File: src/rtl/dfprog_pkg.sv
package dfprog_pkg;
  // Frame address is three bytes on the wire.
  localparam int ADDR_W = 24;

  localparam logic [7:0] OP_FILL = 8'h53;  // array page -> buffer 1
  localparam logic [7:0] OP_PROG = 8'h82;  // buffer 1 write + erase/program
  localparam logic [7:0] OP_CMP  = 8'h60;  // buffer 1 vs array compare
  localparam logic [7:0] OP_STAT = 8'hD7;  // status read

  typedef enum logic [1:0] {PH_FILL, PH_PROG, PH_CMP} phase_t;
  typedef enum logic [1:0] {SEL_HDR, SEL_DATA, SEL_SOP, SEL_SRD} bsel_t;
  typedef enum logic [2:0] {S_IDLE, S_DIV, S_PLAN, S_HDR, S_DATA, S_POP, S_PRD, S_FIN} state_t;

  typedef struct packed {
    logic   load;
    logic   divRun;
    logic   hdrClr;
    logic   hdrNext;
    logic   dataNext;
    logic   pageAdv;
    logic   setIoErr;
    logic   setRangeErr;
    phase_t phase;
    bsel_t  sel;
  } strobe_t;
endpackage

File: src/rtl/dfprog_dpath.sv
module dfprog_dpath
  import dfprog_pkg::*;
#(
  parameter int LEN_W = 24,
  parameter int PSZ_W = 12,
  parameter int SH_W  = 4
) (
  input  logic             clk,
  input  logic             rstN,
  input  strobe_t          st,
  input  logic [LEN_W-1:0] startAddr,
  input  logic [LEN_W-1:0] reqLen,
  input  logic [LEN_W-1:0] devSize,
  input  logic [PSZ_W-1:0] pageSize,
  input  logic [SH_W-1:0]  pageShift,
  input  logic [7:0]       wrData,
  output logic [7:0]       spiByte,
  output logic             isZero,
  output logic             isOver,
  output logic             divDone,
  output logic             partial,
  output logic             lastChunk,
  output logic             lastHdr,
  output logic             lastData,
  output logic             ioErr,
  output logic             rangeErr,
  output logic [LEN_W-1:0] failPage,
  output logic [LEN_W-1:0] bytesWritten
);
  localparam int CNT_W = $clog2(LEN_W + 1);

  logic [LEN_W-1:0]  quo, remain, written;   // quo: dividend, then page number
  logic [PSZ_W-1:0]  rem, dataCnt, room, chunk;
  logic [CNT_W-1:0]  divCnt;
  logic [1:0]        hdrIdx;
  logic [PSZ_W:0]    trial;
  logic              takeBit;
  logic [ADDR_W-1:0] shPage, frameAddr;
  logic [7:0]        hdrByte;

  assign isZero    = (reqLen == '0);
  assign isOver    = ({1'b0, startAddr} + {1'b0, reqLen}) > {1'b0, devSize};
  assign divDone   = (divCnt == CNT_W'(LEN_W));
  assign trial     = {rem, quo[LEN_W-1]};
  assign takeBit   = (trial >= {1'b0, pageSize});
  assign room      = pageSize - rem;
  assign chunk     = (remain < LEN_W'(room)) ? remain[PSZ_W-1:0] : room;
  assign partial   = (chunk != pageSize);
  assign lastChunk = (remain == LEN_W'(chunk));
  assign lastHdr   = (hdrIdx == 2'd3);
  assign lastData  = (dataCnt == PSZ_W'(1));
  assign shPage    = ADDR_W'(quo) << pageShift;
  assign frameAddr = shPage + ((st.phase == PH_PROG) ? ADDR_W'(rem) : '0);
  assign bytesWritten = written;

  always_comb begin
    unique case (hdrIdx)
      2'd0: begin
        unique case (st.phase)
          PH_FILL: hdrByte = OP_FILL;
          PH_PROG: hdrByte = OP_PROG;
          default: hdrByte = OP_CMP;
        endcase
      end
      2'd1:    hdrByte = frameAddr[23:16];
      2'd2:    hdrByte = frameAddr[15:8];
      default: hdrByte = (st.phase == PH_PROG) ? frameAddr[7:0] : 8'h00;
    endcase
  end

  always_comb begin
    unique case (st.sel)
      SEL_HDR:  spiByte = hdrByte;
      SEL_DATA: spiByte = wrData;
      SEL_SOP:  spiByte = OP_STAT;
      default:  spiByte = 8'h00;
    endcase
  end

  always_ff @(posedge clk or negedge rstN) begin
    if (!rstN) begin
      quo <= '0; rem <= '0; divCnt <= '0; remain <= '0; written <= '0;
      dataCnt <= '0; hdrIdx <= '0; ioErr <= 1'b0; rangeErr <= 1'b0; failPage <= '0;
    end else begin
      if (st.load) begin
        quo <= startAddr; rem <= '0; divCnt <= '0; remain <= reqLen; written <= '0;
        ioErr <= 1'b0; rangeErr <= 1'b0; failPage <= '0;
      end
      if (st.setRangeErr) rangeErr <= 1'b1;
      if (st.divRun) begin   // one restoring-division step per cycle
        divCnt <= divCnt + 1'b1;
        quo    <= {quo[LEN_W-2:0], takeBit};
        rem    <= takeBit ? PSZ_W'(trial - {1'b0, pageSize}) : trial[PSZ_W-1:0];
      end
      if (st.hdrClr) begin
        hdrIdx  <= '0;
        dataCnt <= chunk;
      end
      if (st.hdrNext)  hdrIdx  <= hdrIdx + 1'b1;
      if (st.dataNext) dataCnt <= dataCnt - 1'b1;
      if (st.pageAdv) begin
        quo     <= quo + 1'b1;
        rem     <= '0;
        remain  <= remain - LEN_W'(chunk);
        written <= written + LEN_W'(chunk);
      end
      if (st.setIoErr) begin
        ioErr    <= 1'b1;
        failPage <= quo;
      end
    end
  end

  // the success count never moves in the cycle an error is recorded
  a_r10_count_frozen_on_err: assert property (@(posedge clk) disable iff (!rstN)
    $rose(ioErr) |-> $stable(written));
endmodule

File: src/rtl/dfprog_ctrl.sv
module dfprog_ctrl
  import dfprog_pkg::*;
(
  input  logic       clk,
  input  logic       rstN,
  input  logic       start,
  input  logic       verifyEn,
  input  logic       wrValid,
  input  logic       spiAck,
  input  logic [7:0] spiRx,
  input  logic       isZero,
  input  logic       isOver,
  input  logic       divDone,
  input  logic       partial,
  input  logic       lastChunk,
  input  logic       lastHdr,
  input  logic       lastData,
  output strobe_t    st,
  output logic       spiReq,
  output logic       spiLast,
  output logic       wrReady,
  output logic       busy,
  output logic       done
);
  state_t state, stateN;
  phase_t phase, phaseN;
  logic   verReg;

  assign busy = (state != S_IDLE);
  assign done = (state == S_FIN);

  always_comb begin
    st = '0;
    st.phase = phase;
    st.sel   = SEL_HDR;
    stateN  = state;
    phaseN  = phase;
    spiReq  = 1'b0;
    spiLast = 1'b0;
    wrReady = 1'b0;
    unique case (state)
      S_IDLE: if (start) begin
        st.load = 1'b1;
        if (isZero)      stateN = S_FIN;
        else if (isOver) begin st.setRangeErr = 1'b1; stateN = S_FIN; end
        else             stateN = S_DIV;
      end
      S_DIV: begin
        st.divRun = !divDone;
        if (divDone) stateN = S_PLAN;
      end
      S_PLAN: begin
        phaseN    = partial ? PH_FILL : PH_PROG;
        st.hdrClr = 1'b1;
        stateN    = S_HDR;
      end
      S_HDR: begin
        spiReq  = 1'b1;
        spiLast = lastHdr && (phase != PH_PROG);
        if (spiAck) begin
          st.hdrNext = 1'b1;
          if (lastHdr) stateN = (phase == PH_PROG) ? S_DATA : S_POP;
        end
      end
      S_DATA: begin
        st.sel  = SEL_DATA;
        spiReq  = wrValid;
        spiLast = lastData;
        wrReady = spiAck;
        if (spiAck) begin
          st.dataNext = 1'b1;
          if (lastData) stateN = S_POP;
        end
      end
      S_POP: begin
        st.sel = SEL_SOP;
        spiReq = 1'b1;
        if (spiAck) stateN = S_PRD;
      end
      S_PRD: begin
        st.sel  = SEL_SRD;
        spiReq  = 1'b1;
        spiLast = 1'b1;
        if (spiAck) begin
          if (!spiRx[7]) stateN = S_POP;
          else if (phase == PH_FILL) begin
            phaseN = PH_PROG; st.hdrClr = 1'b1; stateN = S_HDR;
          end else if (phase == PH_PROG && verReg) begin
            phaseN = PH_CMP; st.hdrClr = 1'b1; stateN = S_HDR;
          end else if (phase == PH_CMP && spiRx[6]) begin
            st.setIoErr = 1'b1; stateN = S_FIN;
          end else begin
            st.pageAdv = 1'b1;
            stateN = lastChunk ? S_FIN : S_PLAN;
          end
        end
      end
      default: stateN = S_IDLE;
    endcase
  end

  always_ff @(posedge clk or negedge rstN) begin
    if (!rstN) begin
      state  <= S_IDLE;
      phase  <= PH_FILL;
      verReg <= 1'b0;
    end else begin
      state <= stateN;
      phase <= phaseN;
      if (st.load) verReg <= verifyEn;
    end
  end

  // a new command header only follows a status poll that returned ready
  a_r6_cmd_after_ready: assert property (@(posedge clk) disable iff (!rstN)
    (state == S_HDR && $past(state) == S_PRD) |-> $past(spiRx[7]));
  // payload is taken only while its byte is being acknowledged
  a_r11_take_on_ack: assert property (@(posedge clk) disable iff (!rstN)
    wrReady |-> (spiReq && spiAck && wrValid));
endmodule

File: src/rtl/dfprog_seq.sv
module dfprog_seq
  import dfprog_pkg::*;
#(
  parameter int LEN_W = 24,
  parameter int PSZ_W = 12,
  parameter int SH_W  = 4
) (
  input  logic             clk,
  input  logic             rstN,
  input  logic             start,
  input  logic [LEN_W-1:0] startAddr,
  input  logic [LEN_W-1:0] reqLen,
  input  logic [LEN_W-1:0] devSize,
  input  logic [PSZ_W-1:0] pageSize,
  input  logic [SH_W-1:0]  pageShift,
  input  logic             verifyEn,
  input  logic [7:0]       wrData,
  input  logic             wrValid,
  output logic             wrReady,
  output logic             spiReq,
  output logic [7:0]       spiByte,
  output logic             spiLast,
  input  logic             spiAck,
  input  logic [7:0]       spiRx,
  output logic             busy,
  output logic             done,
  output logic             rangeErr,
  output logic             ioErr,
  output logic [LEN_W-1:0] failPage,
  output logic [LEN_W-1:0] bytesWritten
);
  strobe_t st;
  logic isZero, isOver, divDone, partial, lastChunk, lastHdr, lastData;

  dfprog_ctrl u_ctrl (
    .clk(clk), .rstN(rstN), .start(start), .verifyEn(verifyEn), .wrValid(wrValid),
    .spiAck(spiAck), .spiRx(spiRx), .isZero(isZero), .isOver(isOver),
    .divDone(divDone), .partial(partial), .lastChunk(lastChunk), .lastHdr(lastHdr),
    .lastData(lastData), .st(st), .spiReq(spiReq), .spiLast(spiLast),
    .wrReady(wrReady), .busy(busy), .done(done)
  );

  dfprog_dpath #(.LEN_W(LEN_W), .PSZ_W(PSZ_W), .SH_W(SH_W)) u_dpath (
    .clk(clk), .rstN(rstN), .st(st), .startAddr(startAddr), .reqLen(reqLen),
    .devSize(devSize), .pageSize(pageSize), .pageShift(pageShift), .wrData(wrData),
    .spiByte(spiByte), .isZero(isZero), .isOver(isOver), .divDone(divDone),
    .partial(partial), .lastChunk(lastChunk), .lastHdr(lastHdr), .lastData(lastData),
    .ioErr(ioErr), .rangeErr(rangeErr), .failPage(failPage), .bytesWritten(bytesWritten)
  );

  // empty request completes at once with nothing counted
  a_r1_zero_done: assert property (@(posedge clk) disable iff (!rstN)
    (start && !busy && reqLen == '0) |=> (done && !rangeErr && bytesWritten == '0));
  // out-of-range request is refused on the next cycle
  a_r2_range_reject: assert property (@(posedge clk) disable iff (!rstN)
    (start && !busy && reqLen != '0 &&
     (({1'b0, startAddr} + {1'b0, reqLen}) > {1'b0, devSize})) |=> (done && rangeErr));
  // a compare failure ends the request in the same cycle it is flagged
  a_r8_err_ends: assert property (@(posedge clk) disable iff (!rstN)
    $rose(ioErr) |-> done);
  // a pending byte request is held steady until acknowledged
  a_r12_req_hold: assert property (@(posedge clk) disable iff (!rstN)
    (spiReq && !spiAck) |=> (spiReq && $stable(spiByte) && $stable(spiLast)));
endmodule

File: config.mk
export PLATFORM = sky130hd
export DESIGN_NAME = dfprog_seq
export DESIGN_NICKNAME = d
export VERILOG_FILES = /design/src/rtl/dfprog_pkg.sv /design/src/rtl/dfprog_dpath.sv /design/src/rtl/dfprog_ctrl.sv /design/src/rtl/dfprog_seq.sv
export SDC_FILE = /design/constraint.sdc
export NUM_CORES = 1
export LEC_CHECK = 0
export BUFFER_PORTS_ARGS = -buffer_cell sky130_fd_sc_hd__buf_2
export CAP_MARGIN = 20
export CORE_MARGIN = 8
export CORE_UTILIZATION = 61
export CTS_CLUSTER_DIAMETER = 200
export DETAILED_ROUTE_END_ITERATION = 8
export PLACE_DENSITY_LB_ADDON = 0.2
export SLEW_MARGIN = 20
export SYNTH_ARGS = -nofsm -noshare
export SYNTH_HDL_FRONTEND = slang
export SYNTH_HIERARCHICAL = 1
export SYNTH_SLANG_ARGS = --single-unit
File: constraint.sdc
create_clock -name clk -period 8.3 [get_ports clk]
set_clock_uncertainty 0.2 [all_clocks]
set_input_delay 0 -clock clk [delete_from_list [all_inputs] [get_ports clk]]
set_output_delay 0 -clock clk [all_outputs]
set_load 0.1 [all_outputs]
[After elaboration in Yosys (flattened, before gate mapping)]
Cells that the tools add are included.
Operators by class
  shifts and indexed selects: 1
  muxes and demuxes: 76
  magnitude comparators: 3
  add/sub/neg operators: 10
  equal/unequal tests: 29
  reductions and logical operators: 21
Operators by type and width (number)
  24-bit 2-to-1 mux: 8
  12-bit 2-to-1 mux: 8
  8-bit case mux with 3 select lines: 2
  3-bit 2-to-1 mux: 15
  24-bit by 24-bit adder with 25-bit output: 1
  25-bit by 24-bit greater-than comparator with 1-bit output: 1
  24-bit by 1-bit adder with 24-bit output, second input constant: 1
  24-bit by 12-bit adder with 24-bit output: 1
  24-bit adder: 1
  24-bit by 12-bit equality test with 1-bit output: 1
  24-bit zero test: 1
  24-bit by 12-bit less-than comparator with 1-bit output: 1
  24-bit by 4-bit left shift with 24-bit output: 1
  12-bit subtractor: 2
  24-bit by 12-bit subtractor with 24-bit output: 1
  1-bit 2-to-1 mux: 22
  2-bit 2-to-1 mux: 11
  3-bit case mux with 7 select lines: 1
  8-bit case mux with 2 select lines: 1
  2-bit nonzero test: 7
  13-bit by 12-bit >= comparator with 1-bit output: 1
  12-bit by 1-bit equality test with 1-bit output, second input constant: 1
  3-bit equality test, second input constant: 4
  12-bit inequality test: 1
  25 further kinds: 46
Word-level totals
  word-level logic and storage cells: 153
  flip-flop bits (word level): 135
  input bits: 110

[Logic depth before layout (Yosys ltp)]
  depth after elaboration: 11
  mapped depth: 31
  mapped depth without buffers: 29

[Cells and area by module]
Netlist, hierarchy kept.
Modules (own cells, without submodules)
  dfprog_dpath: area an instance 13655.6 µm², cells each 1684, times used 1, sequential area each 3228.1 µm²
  dfprog_ctrl: area an instance 579.3 µm², cells each 84, times used 1, sequential area each 150.1 µm²

[Worst setup path after synthesis]
OpenSTA, ideal clock, no wires.
  path type: register to register
  start point: reg u_dpath.rem[0]
  end point: reg u_dpath.written[18] (netlist: u_dpath/bytesWritten[18])
  setup time: 0.168 ns
  path slack: 1.456 ns
  path buffers: 2
  period minus slack after synthesis: 6.844 ns
  arrival time: 6.476 ns
  required time: 7.932 ns
  stages on the path, launching flop included: 29
  cells stage by stage: dfrtp_1 ha_1 fa_1 nor2b_1 o31a_1 nor4_1 or3_1 and2_1 ha_1 or3_1 a211oi_1 nor4_2 o31a_2 a21oi_2 clkbuf_1 buf_2 nor2_1 a21oi_1 inv_1 ha_1 and2_1 nand2_1 a2111oi_2 a21oi_1 a221o_1 o311a_1 o21ai_2 nand4_1 mux2i_1
Between the ends
  cells in the longest elaborated chain, start to end: 5
RTL lines
  start: declaration: RTL line dfprog_dpath.sv:33  | logic [PSZ_W-1:0] rem, dataCnt, room, chunk;
  start signal: assignment: RTL line dfprog_dpath.sv:93  | rem <= takeBit ? PSZ_W'(trial - {1'b0, pageSize}) : trial[PSZ_W-1:0];
  12-bit subtractor *: RTL line dfprog_dpath.sv:46  | assign room = pageSize - rem;
  24-bit by 12-bit less-than comparator with 1-bit output: RTL line dfprog_dpath.sv:47  | assign chunk = (remain < LEN_W'(room)) ? remain[PSZ_W-1:0] : room;
  12-bit 2-to-1 mux *: RTL line dfprog_dpath.sv:47
  24-bit by 12-bit adder with 24-bit output *: RTL line dfprog_dpath.sv:105  | written <= written + LEN_W'(chunk);
  24-bit 2-to-1 mux *: RTL line dfprog_dpath.sv:101  | if (st.pageAdv) begin
  end signal: assignment: RTL line dfprog_dpath.sv:105
  end: declaration: RTL line dfprog_dpath.sv:32  | logic [LEN_W-1:0] quo, remain, written;
Mark *: on every way between the ends. The rest lies on a longest branch, timed or not.
A chain may end at the register's enable or synchronous reset.

[Worst setup path in the final report]
  start point: reg u_dpath.rem[0]
  end point: reg u_dpath.written[20] (netlist: u_dpath/bytesWritten[20])
The elaborated chain is that of the path after synthesis.

==> impl_metrics.tcl <==
set metrics [dict create \
    hold_depth 5 \
    yosys-top-cells-count "nand2_1, nor2_1, a21oi_1" \
    ir_drop_uv 377 \
    n_fill_cell 1905 \
    syn_area_per_cell_um2 8.05 \
    fin_cells 2274 \
    cts_max_path_buffers 2 \
    wl_per_cell_um 20.2 \
    drv_cap 0 \
    synth_most_common_cell "nand2_1" \
    maxSlewHeadroom 0.255 \
    drt_first_iter_violations 1452 \
    power_density_nw_per_um2 372 \
    cpPeakStageDelay_ns 0.45 \
    rr_endpoint "u_dpath/bytesWritten[20]$_DFFE_PN0P_" \
    r2r_slack_ns 0.76 \
    clk_pin_slew_worst_paths_ns 0.07 \
    syn-instance-count 1768 \
    crit_family "compound AO/OA/AOI/OAI gates" \
    die_area_um2 28500 \
    rr_startpoint "u_dpath/rem[0]$_DFFE_PN0P_" \
    yosysWarnings 6 \
    ys_seq_elements 135 \
    portBuffers 166 \
    post_cts_buffers 0 \
    start_util 0.614 \
    ys_seq_area_frac 0.237 \
    max_slew.worst_pin.slew_ns 1.11 \
    firstDrtPassIters 6 \
    fin_setup_tns_ns 0 \
    drc 0 \
    rr_worst_depth 26 \
    rows 56 \
    yosys.area.top_type_share 0.237 \
    dp_cells 2182 \
    cts_buffers 17 \
    fin_crit_ns 7.54 \
    grt_antenna_before_repair 1 \
    hold_slack_ns 0.0230 \
    synth_ff_type "dfrtp_1" \
    overflow 0 \
    worst-setup-path-type "reg -> reg" \
    min_to "u_dpath/rem[1]$_DFFE_PN0P_" \
    htree_levels 4 \
    crit_path_max_fanout 9 \
    cp_common_cell "ha_1" \
    finalSetupViolations 0 \
    gp_congestion 1.03 \
    die_w_um 169 \
    power_uw 6140 \
    grt_max_degree 83 \
    clock_latency_ns 0.44 \
    wl_mm 45.9 \
    grt_usage 0.312 \
    nets 2171 \
    period_share 0.908 \
    fp.dieH_um 169 \
    synthTopCellsByArea "dfrtp_1, ha_1, a21oi_1" \
    core-area_um2 23200 \
    ant_nets 0 \
    min_from "pageSize[1]" \
    worstPathRequired_ns 8.44 \
    ys_async_sr_fraction 1.00 \
    status "completed" \
    hold_class "in -> reg" \
    finalHoldViolCount 0 \
    end_kind "register" \
    synth_area_um2 14200 \
    cts_root_buffer "clkbuf_16" \
    io_pins 173 \
    viasPerCell 6.46 \
    first_global_vias 14100 \
    worstPathArrival_ns 7.68 \
    synth_top_area_cell "dfrtp_1" \
    rsz0062_at_grt "false" \
    cp.buffers_inverters 1 \
    drive_above_1_share 0.155 \
    synth_enable_flop_cells 0 \
    ys_types 96 \
    cts_sinks 135 \
    dp_hpwl_mm 33.3 \
    cpMaxStageDelayCell "dfrtp_1" \
    syn-num-nets 1998 \
    cts_tree "built" \
    cp-start-kind "register" \
    vias 14700 \
    grt_pass1_wl_mm 72.2 \
    syn_to_final_growth_pct 16.0 \
    p_leak_uw 0.00757 \
    slew_violations 0 \
    fmax_mhz 133 \
]
[how the worst max path moves through the flow]
stage                          startpoint                                   end  slack (ns)  cells after the start
6_report       u_dpath/rem[0]$_DFFE_PN0P_  u_dpath/bytesWritten[20]$_DFFE_PN0P_        0.76                     26
5_1_grt        u_dpath/rem[1]$_DFFE_PN0P_  u_dpath/bytesWritten[20]$_DFFE_PN0P_        0.38                     27
4_1_cts        u_dpath/rem[0]$_DFFE_PN0P_  u_dpath/bytesWritten[18]$_DFFE_PN0P_        0.98                     26
3_5_place_dp   u_dpath/rem[0]$_DFFE_PN0P_  u_dpath/bytesWritten[18]$_DFFE_PN0P_        1.04                     26
3_3_place_gp   u_dpath/rem[1]$_DFFE_PN0P_  u_dpath/bytesWritten[18]$_DFFE_PN0P_        1.20                     27
2_1_floorplan  u_dpath/rem[0]$_DFFE_PN0P_  u_dpath/bytesWritten[18]$_DFFE_PN0P_        1.46                     28
[cell families after synthesis]
kind of cell / share of synthesized area
AND/OR/NAND/NOR: 0.201
adder cells (fa/ha/maj): 0.113
XOR/XNOR: 0.0596
flip-flops: 0.237
AO/OA/AOI/OAI: 0.261
multiplexers: 0.0731
buffers and inverters: 0.0545
[flip-flops by register name, summed over array words and instances, names as in the netlist]
| signal | cells |
|---|---|
| u_dpath/quo | 24 |
| u_dpath/hdrIdx | 2 |
| u_dpath/rem | 12 |
| u_dpath/bytesWritten | 24 |
| u_ctrl/verReg | 1 |
| u_dpath/remain | 24 |
| u_dpath/failPage | 24 |
| u_ctrl/phase | 2 |
| u_dpath/rangeErr | 1 |
| u_dpath/ioErr | 1 |
| u_dpath/divCnt | 5 |
| u_dpath/dataCnt | 12 |
| u_ctrl/state | 3 |
[per-stage QoR]
| step | utilization | setup slack [ns] | area [µm²] |
|---|---|---|---|
| 2_1_floorplan | - | 1.46 | 14200 |
| 3_3_place_gp | 0.659 | 1.20 | 15300 |
| 3_5_place_dp | 0.659 | 1.04 | 15300 |
| 4_1_cts | 0.712 | 0.982 | 16500 |
| 5_1_grt | 0.712 | 0.375 | 16500 |
| 6_report | 0.712 | 0.760 | 16500 |
[cell usage in the layout, fill, tap and decap left out, types with 14 or more instances in the layout]
cell type        n
nand2_1        149
nand2b_1        21
nor4_1          15
or2_2           16
o21a_1          25
and2_1          21
ha_1           116
nand3_1         47
mux2i_1         61
dfrtp_1        135
nor3_1          32
a22o_1          28
clkbuf_16       17
nor2_1         143
o211ai_1        20
buf_4           18
a21oi_1        140
nand4_1         24
inv_1          106
nor2b_1         41
or3_1           18
o21ai_0        107
xnor2_1         59
dlygate4sd3_1   58
a31oi_1         15
o31ai_1         16
a211oi_1        14
xor2_1          30
o22ai_1         18
a21o_1          30
buf_2          165
[power breakdown]
part	internal, µW	switching, µW	leakage (µW)
clock network	463	350	0.000306
logic	1460	2610	0.00556
registers	870	390	0.00171
total	2790	3340	0.00757
[area by class of cell]
class | instances | area [µm²] | area share
Multi-Input combinational cell | 1432 | 10100 | 0.612
Sequential cell | 135 | 3380 | 0.204
Timing Repair Buffer | 244 | 1590 | 0.0963
Clock buffer | 17 | 425 | 0.0258
Inverter | 111 | 417 | 0.0252
Tap cell | 319 | 399 | 0.0242
Clock inverter | 15 | 200 | 0.0121
Antenna cell | 1 | 2.50 | 0.000151
[metal layers]
metal	track usage	vias up	part of all wire
met5	0	-	0
met4	0.162	0	0.047
met3	0.0587	174	0.087
met2	0.507	795	0.47
met1	0.391	6879	0.40
li1	-	6851	-
[worst register-to-register path, stage by stage (launching register included)]
cell and delay, ns:
dfrtp_1 0.45, ha_1 0.25, fa_1 0.41, nor2b_1 0.23
o31a_1 0.23, nor4_1 0.09, or3_1 0.36, and2_1 0.19
ha_1 0.23, or3_1 0.32, a211oi_1 0.36, nor4_2 0.11
o31a_2 0.41, a21oi_2 0.34, nor2_1 0.09, a21oi_1 0.45
inv_1 0.10, ha_1 0.36, and2_1 0.22, nand2_1 0.11
a2111oi_2 0.34, a21oi_1 0.12, a221o_1 0.41, o311a_1 0.41
o21ai_2 0.27, nand3_1 0.17, mux2i_1 0.24
[timing repair]
action	CTS	global route
endpoints found under the hold margin	109	0
hold buffers	59	0
gates resized for setup	0	0
(Power assumes the default switching activity.)
